### src/rtl/morphPkg.sv
package morphPkg;

  typedef enum logic {
    OP_SHRINK = 1'b0,
    OP_EXPAND = 1'b1
  } morphOpE;

  // Per-cycle commands from control to datapath
  typedef struct packed {
    logic winClear;   // zero all window rows before a pass
    logic winShift;   // advance the window by one row
    logic fillValid;  // lower window row takes an image row (else zero)
    logic rowWrite;   // write the computed row back to the store
  } morphStrobeT;

endpackage

### src/rtl/morphCtrl.sv
module morphCtrl
  import morphPkg::*;
#(
  parameter int ROWS = 8,
  localparam int RW = $clog2(ROWS),
  localparam int CW = $clog2(ROWS + 2)
) (
  input  logic          clk,
  input  logic          rstN,
  input  logic          startReq,
  input  morphOpE       opSel,
  output morphStrobeT   strobe,
  output logic [RW-1:0] rdRow,
  output logic [RW-1:0] wrRow,
  output logic          busy,
  output logic          passDone,
  output morphOpE       opLatched
);

  localparam logic [CW-1:0] LAST_STEP = CW'(ROWS + 1);
  localparam logic [CW-1:0] FILL_STEPS = CW'(2);
  localparam logic [CW-1:0] ROW_LIMIT = CW'(ROWS);

  typedef enum logic {ST_IDLE, ST_RUN} ctrlStateE;

  ctrlStateE   state;
  logic [CW-1:0] stepCnt;
  logic [CW-1:0] wrIdx;
  logic        doneQ;
  morphOpE     opQ;

  always_ff @(posedge clk) begin
    if (!rstN) begin
      state   <= ST_IDLE;
      stepCnt <= '0;
      doneQ   <= 1'b0;
      opQ     <= OP_SHRINK;
    end else begin
      doneQ <= 1'b0;
      case (state)
        ST_IDLE: begin
          if (startReq) begin
            state   <= ST_RUN;
            stepCnt <= '0;
            opQ     <= opSel;
          end
        end
        default: begin
          if (stepCnt == LAST_STEP) begin
            state <= ST_IDLE;
            doneQ <= 1'b1;
          end else begin
            stepCnt <= stepCnt + CW'(1);
          end
        end
      endcase
    end
  end

  always_comb begin
    strobe.winClear  = (state == ST_IDLE) && startReq;
    strobe.winShift  = (state == ST_RUN);
    strobe.fillValid = (state == ST_RUN) && (stepCnt < ROW_LIMIT);
    strobe.rowWrite  = (state == ST_RUN) && (stepCnt >= FILL_STEPS);
    wrIdx            = stepCnt - FILL_STEPS;
  end

  assign rdRow     = stepCnt[RW-1:0];
  assign wrRow     = wrIdx[RW-1:0];
  assign busy      = (state == ST_RUN);
  assign passDone  = doneQ;
  assign opLatched = opQ;

  // done is a single-cycle pulse, raised only when idle
  assert_done_pulse_R8: assert property (@(posedge clk) disable iff (!rstN)
    passDone |=> !passDone);
  assert_done_idle_R8: assert property (@(posedge clk) disable iff (!rstN)
    passDone |-> !busy);

  // a start during a pass does not restart the step count
  assert_start_ignored_R9: assert property (@(posedge clk) disable iff (!rstN)
    (busy && startReq && stepCnt != LAST_STEP) |=> (stepCnt == $past(stepCnt) + CW'(1)));

  // captured operation holds for the whole pass
  assert_op_hold_R11: assert property (@(posedge clk) disable iff (!rstN)
    (busy && stepCnt != LAST_STEP) |=> $stable(opLatched));

endmodule

### src/rtl/morphCell.sv
module morphCell
  import morphPkg::*;
(
  input  logic    clk,
  input  logic    rstN,
  input  logic    winClear,
  input  logic    winShift,
  input  logic    lowerIn,
  input  logic    leftCur,
  input  logic    rightCur,
  input  morphOpE opSel,
  output logic    curBit,
  output logic    resultBit
);

  logic aboveQ, curQ, belowQ;

  always_ff @(posedge clk) begin
    if (!rstN) begin
      aboveQ <= 1'b0;
      curQ   <= 1'b0;
      belowQ <= 1'b0;
    end else if (winClear) begin
      aboveQ <= 1'b0;
      curQ   <= 1'b0;
      belowQ <= 1'b0;
    end else if (winShift) begin
      aboveQ <= curQ;
      curQ   <= belowQ;
      belowQ <= lowerIn;
    end
  end

  always_comb begin
    if (opSel == OP_EXPAND)
      resultBit = curQ | aboveQ | belowQ | leftCur | rightCur;
    else
      resultBit = curQ & aboveQ & belowQ & leftCur & rightCur;
  end

  assign curBit = curQ;

  // shrinking never creates a pixel
  assert_shrink_subset_R3: assert property (@(posedge clk) disable iff (!rstN)
    (opSel == OP_SHRINK && resultBit) |-> curBit);
  // expanding never removes a pixel
  assert_expand_superset_R4: assert property (@(posedge clk) disable iff (!rstN)
    (opSel == OP_EXPAND && curBit) |-> resultBit);

endmodule

### src/rtl/morphData.sv
module morphData
  import morphPkg::*;
#(
  parameter int COLS = 8,
  parameter int ROWS = 8,
  localparam int RW = $clog2(ROWS)
) (
  input  logic            clk,
  input  logic            rstN,
  input  morphStrobeT     strobe,
  input  logic [RW-1:0]   rdRow,
  input  logic [RW-1:0]   wrRow,
  input  logic            busy,
  input  morphOpE         opSel,
  input  logic            loadEn,
  input  logic [RW-1:0]   loadRow,
  input  logic [COLS-1:0] loadData,
  input  logic [RW-1:0]   peekRow,
  output logic [COLS-1:0] peekData
);

  localparam logic [RW-1:0] ROW_MAX = RW'(ROWS - 1);

  logic [COLS-1:0] flagMem [0:ROWS-1];
  logic [COLS-1:0] lowerRow;
  logic [COLS-1:0] curRow;
  logic [COLS-1:0] resultRow;
  logic [ROWS*COLS-1:0] memFlat;

  always_ff @(posedge clk) begin
    if (!rstN) begin
      for (int r = 0; r < ROWS; r++) flagMem[r] <= '0;
    end else if (strobe.rowWrite) begin
      flagMem[wrRow] <= resultRow;
    end else if (loadEn && !busy && loadRow <= ROW_MAX) begin
      flagMem[loadRow] <= loadData;
    end
  end

  always_comb begin
    lowerRow = '0;
    if (strobe.fillValid) lowerRow = flagMem[rdRow];
    peekData = '0;
    if (peekRow <= ROW_MAX) peekData = flagMem[peekRow];
    for (int r = 0; r < ROWS; r++) memFlat[r*COLS +: COLS] = flagMem[r];
  end

  for (genvar c = 0; c < COLS; c++) begin : gCol
    logic leftNb, rightNb;
    if (c == 0) begin : gLeftEdge
      assign leftNb = 1'b0;
    end else begin : gLeftIn
      assign leftNb = curRow[c-1];
    end
    if (c == COLS - 1) begin : gRightEdge
      assign rightNb = 1'b0;
    end else begin : gRightIn
      assign rightNb = curRow[c+1];
    end

    morphCell uCell (
      .clk      (clk),
      .rstN     (rstN),
      .winClear (strobe.winClear),
      .winShift (strobe.winShift),
      .lowerIn  (lowerRow[c]),
      .leftCur  (leftNb),
      .rightCur (rightNb),
      .opSel    (opSel),
      .curBit   (curRow[c]),
      .resultBit(resultRow[c])
    );
  end

  // during the fill cycles of a pass nothing reaches the store
  assert_load_blocked_R10: assert property (@(posedge clk) disable iff (!rstN)
    (busy && !strobe.rowWrite) |=> $stable(memFlat));

endmodule

### src/rtl/morphEngine.sv
module morphEngine
  import morphPkg::*;
#(
  parameter int COLS = 8,
  parameter int ROWS = 8,
  localparam int RW = $clog2(ROWS)
) (
  input  logic            clk,
  input  logic            rstN,
  input  logic            startReq,
  input  logic            opExpand,
  input  logic            loadEn,
  input  logic [RW-1:0]   loadRow,
  input  logic [COLS-1:0] loadData,
  input  logic [RW-1:0]   peekRow,
  output logic [COLS-1:0] peekData,
  output logic            busy,
  output logic            passDone
);

  morphStrobeT   strobe;
  logic [RW-1:0] rdRow, wrRow;
  morphOpE       opReq, opLatched;

  assign opReq = opExpand ? OP_EXPAND : OP_SHRINK;

  morphCtrl #(.ROWS(ROWS)) uCtrl (
    .clk      (clk),
    .rstN     (rstN),
    .startReq (startReq),
    .opSel    (opReq),
    .strobe   (strobe),
    .rdRow    (rdRow),
    .wrRow    (wrRow),
    .busy     (busy),
    .passDone (passDone),
    .opLatched(opLatched)
  );

  morphData #(.COLS(COLS), .ROWS(ROWS)) uData (
    .clk     (clk),
    .rstN    (rstN),
    .strobe  (strobe),
    .rdRow   (rdRow),
    .wrRow   (wrRow),
    .busy    (busy),
    .opSel   (opLatched),
    .loadEn  (loadEn),
    .loadRow (loadRow),
    .loadData(loadData),
    .peekRow (peekRow),
    .peekData(peekData)
  );

endmodule

### config.mk
export PLATFORM = sky130hd
export DESIGN_NAME = morphEngine
export DESIGN_NICKNAME = d
export VERILOG_FILES = /design/src/rtl/morphPkg.sv /design/src/rtl/morphCtrl.sv /design/src/rtl/morphCell.sv /design/src/rtl/morphData.sv /design/src/rtl/morphEngine.sv
export SDC_FILE = /design/constraint.sdc
export NUM_CORES = 1
export LEC_CHECK = 0
export BUFFER_PORTS_ARGS = -buffer_cell sky130_fd_sc_hd__clkbuf_2
export CORE_MARGIN = 1
export CORE_UTILIZATION = 56
export DETAILED_ROUTE_END_ITERATION = 6
export PLACE_DENSITY = 0.74
export SYNTH_ARGS = -nofsm -noshare
export SYNTH_HDL_FRONTEND = slang
export SYNTH_HIERARCHICAL = 1
export SYNTH_SLANG_ARGS = --single-unit
### constraint.sdc
create_clock -name clk -period 4.2 [get_ports clk]
set_input_delay 0.42 -clock clk [delete_from_list [all_inputs] [get_ports clk]]
set_output_delay 0.42 -clock clk [all_outputs]
set_load 0.03 [all_outputs]
==> results by group <==
Hold path
  • Hold Crit Depth: 3
  • Worst Hold Class: input port to flop

Yosys
  • Synth cell types: 40
  • Post-Synthesis Cells: 503
  • Adder-Cell Fraction of Synth Area: 0.008573
  • Post-Synthesis Cell Area: 5838 um^2
  • Sequential share of the synthesized area: 0.4355
  • Cell taking the most area after synthesis: edfxtp_1
  • Post-synth top area share: 0.3292
  • Top-count cell post-synth: nor2_1
  • Top post-synthesis cells by count: nor2_1, edfxtp_1, mux2i_1
  • Simple-Gate Fraction of Synth Area: 0.1747
  • Ys Warns: 6
  • Syn Area/Cell: 11.61 um^2
  • Top FF cell, synth: edfxtp_1
  • Largest cells by area after synthesis: edfxtp_1, dfxtp_1, mux2i_1
  • Main combinational cell family by area after synthesis: multiplexers
  • Synth Area in Compound Gates: 0.06087
  • Multiplexer area fraction after synthesis: 0.2722
  • Post-Synth XOR/XNOR Area: 0
  • Number of synthesized flops with an enable pin: 64
  • FF+latch count, synth: 95
  • Asr flop ratio synth: 0

Clock tree
  • Post-CTS Hold Buffers: 0
  • Clock Path Buffers: 2
  • # H-tree levels: 3
  • Clock transition at path regs: 0.10 ns
  • CTS Sinks: 95
  • Post-CTS setup repair buffer count: 0
  • Root buf cell: clkbuf_8
  • Worst-Skew Late Latency: 0.37 ns
  • CTS tree: built
  • Number of CTS-inserted buffers: 9
  • Post-CTS sizing: 0

Detailed routing
  • Avg WL per Cell: 20.75 um
  • DRT iter0 DRCs: 361
  • Total wire length: 13700 um
  • Post-route DRC: 0
  • Vias per cell: 6.289
  • Post-DRT Antenna Nets: 0
  • Via count: 4151
  • Drt pass-1 iters: 5

STA
  • Normalized max-slew margin: 0.4531
  • Measured slew at the worst slew-check pin: 0.8194 ns
  • Tmin final: 3.222 ns
  • Final hold vios: 0
  • Final Cycle Share: 0.7672
  • Max-slew violation count: 0
  • Final setup violating endpoints: 0
  • Worst Skew: 0.008488 ns
  • Max Fclk: 310.3 MHz
  • RSZ-0062 raised after global routing: no
  • Setup WS post-layout: 0.9778 ns
  • Setup TNS: 0 ns

Floorplan
  • Number of core rows: 36
  • Die height: 104.1 um
  • Core Region: 9955 um^2
  • Top-level I/O count: 29
  • Die W: 104.1 um
  • Total die area: 10840 um^2
  • Starting Density: 0.5865

Final layout
  • # diodes: 0
  • Non-filler instance count after layout: 660
  • Final core occ: 0.6344
  • Layout net count: 545
  • Area delta synth->final: 8.166%
  • Layout cells sized above 1: 0.2410

Place
  • Cells after DPL: 644
  • Post-DP HPWL: 9777 um
  • I/O Buffers: 28
  • RePlAce Congestion: 0.8963
  • Placement Setup Slack: 0.9886 ns

Run
  • Maxcap violations: 0

Setup path
  • Critical Path AT: 3.31 ns
  • Slowest cell on crit path: nand4bb_2
  • Bufs and invs on worst path: 3
  • Worst Path Required: 4.28 ns
  • Top delay family on crit path: compound AO/OA/AOI/OAI gates
  • Crit path largest cell delay: 0.57 ns
  • Critical Path Start Type: flop
  • CP Max Fanout: 26
  • Number of cells on the critical path: 7
  • Critical path, cell by cell: buf_4 > o41a_1 > nand4bb_2 > buf_4 > mux2i_1 > o21ai_0 > buf_4
  • R2R cell count: 7
  • Critical path type: flop to flop
  • Critical Path Sink Type: flop
  • Most numerous cell on the critical path: buf_4

Power
  • Pwr/cell area: 317.2 nW/um^2
  • Leak: 2.225 nW
  • Worst VDD drop: 0.2064 mV

Status
  • Outcome: completed

Global route
  • Largest net degree at the start of global routing: 37
  • Grt ovf: 0
  • First-pass GRT wire length: 21470 um
  • Vias in the first global route: 4049
  • Aggregate global-route resource usage: 0.2640
  • Initial antenna violation count: 0
worst paths after layout:
| kind | start | end | slack, ns |
|---|---|---|---|
| worst max-delay path | uCtrl/stepCnt[1]$_SDFFE_PN0P_ | uData/flagMem[4][3]$_SDFFCE_PN0P_ | 0.98 |
| worst min-delay path | opExpand | uCtrl/opLatched$_SDFFE_PN0P_ | 0.30 |
| worst max register to register | uCtrl/stepCnt[1]$_SDFFE_PN0P_ | uData/flagMem[4][3]$_SDFFCE_PN0P_ | 0.98 |
| worst min register to register | uData/gCol[1].uCell/belowQ$_SDFFE_PP0P_ | uData/gCol[1].uCell/curBit$_SDFFE_PP0P_ | 0.54 |
layout make-up:
class | instances | area (um^2)
inverter | 13 | 48.80
fill | 787 | 3640
timing repair buffer | 48 | 290.3
multi-input combinational | 355 | 3042
clock buffer | 9 | 123.9
clock inverter | 7 | 100.1
tap | 133 | 166.4
sequential | 95 | 2544
report_power, final:
group	internal, W	switching, W
sequential	0.00103	0.0000237
clock	0.000343	0.000337
combinational	0.000115	0.000160
state kept, by name (all words and copies together) (netlist names):
register / flops
uData/flagMem: 64
uData/gCol.uCell/aboveQ: 8
uCtrl/busy: 1
uData/gCol.uCell/belowQ: 8
uCtrl/opLatched: 1
uCtrl/stepCnt: 4
uCtrl/passDone: 1
uData/gCol.uCell/curBit: 8
kinds of logic after synthesis:
logic type / Yosys count
buf+inv: 56
other cells: 1
compound gates: 42
simple gates: 196
flops: 95
fa+ha+maj: 4
mux: 109
layer usage:
metal / global-route usage / part of all wire / vias up / wire length (um)
met1: 0.3440 / 0.42 / 2024 / 5736
met4: 0.1541 / 0.039 / 0 / 528
met2: 0.4176 / 0.47 / 180 / 6490
li1: - / - / 1913 / -
met3: 0.04386 / 0.069 / 34 / 940
met5: 0 / 0 / - / 0
placed cells by master, fill, tap and decap left out, drive strengths merged, types with 8 or more instances in the layout:
master  instances
a41oi           8
buf            20
clkbuf         37
dfxtp          31
edfxtp         64
inv            17
mux2           33
mux2i          44
mux4           32
nand2b          8
nand3          18
nand3b         33
nor2          100
nor3b          16
o21ai          19
o41ai           8
worst reg2reg max path, cell delays in order, from the launching register on:
cell	delay, ns
dfxtp_1	0.33
buf_4	0.25
o41a_1	0.50
nand4bb_2	0.57
buf_4	0.44
mux2i_1	0.18
o21ai_0	0.44
buf_4	0.24
stage by stage:
step | hold WS, ns | area, um^2 | total power (W)
6_report | 0.2966 | 6315 | 0.002003
5_1_grt | 0.3018 | 6315 | 0.002067
4_1_cts | 0.2883 | 6315 | 0.002010
3_5_place_dp | 0.5177 | 6091 | 0.001341
3_3_place_gp | 0.5068 | 6091 | 0.001333
2_1_floorplan | 0.4828 | 5849 | 0.001261
Note: power is estimated with default switching activity, not from simulation.
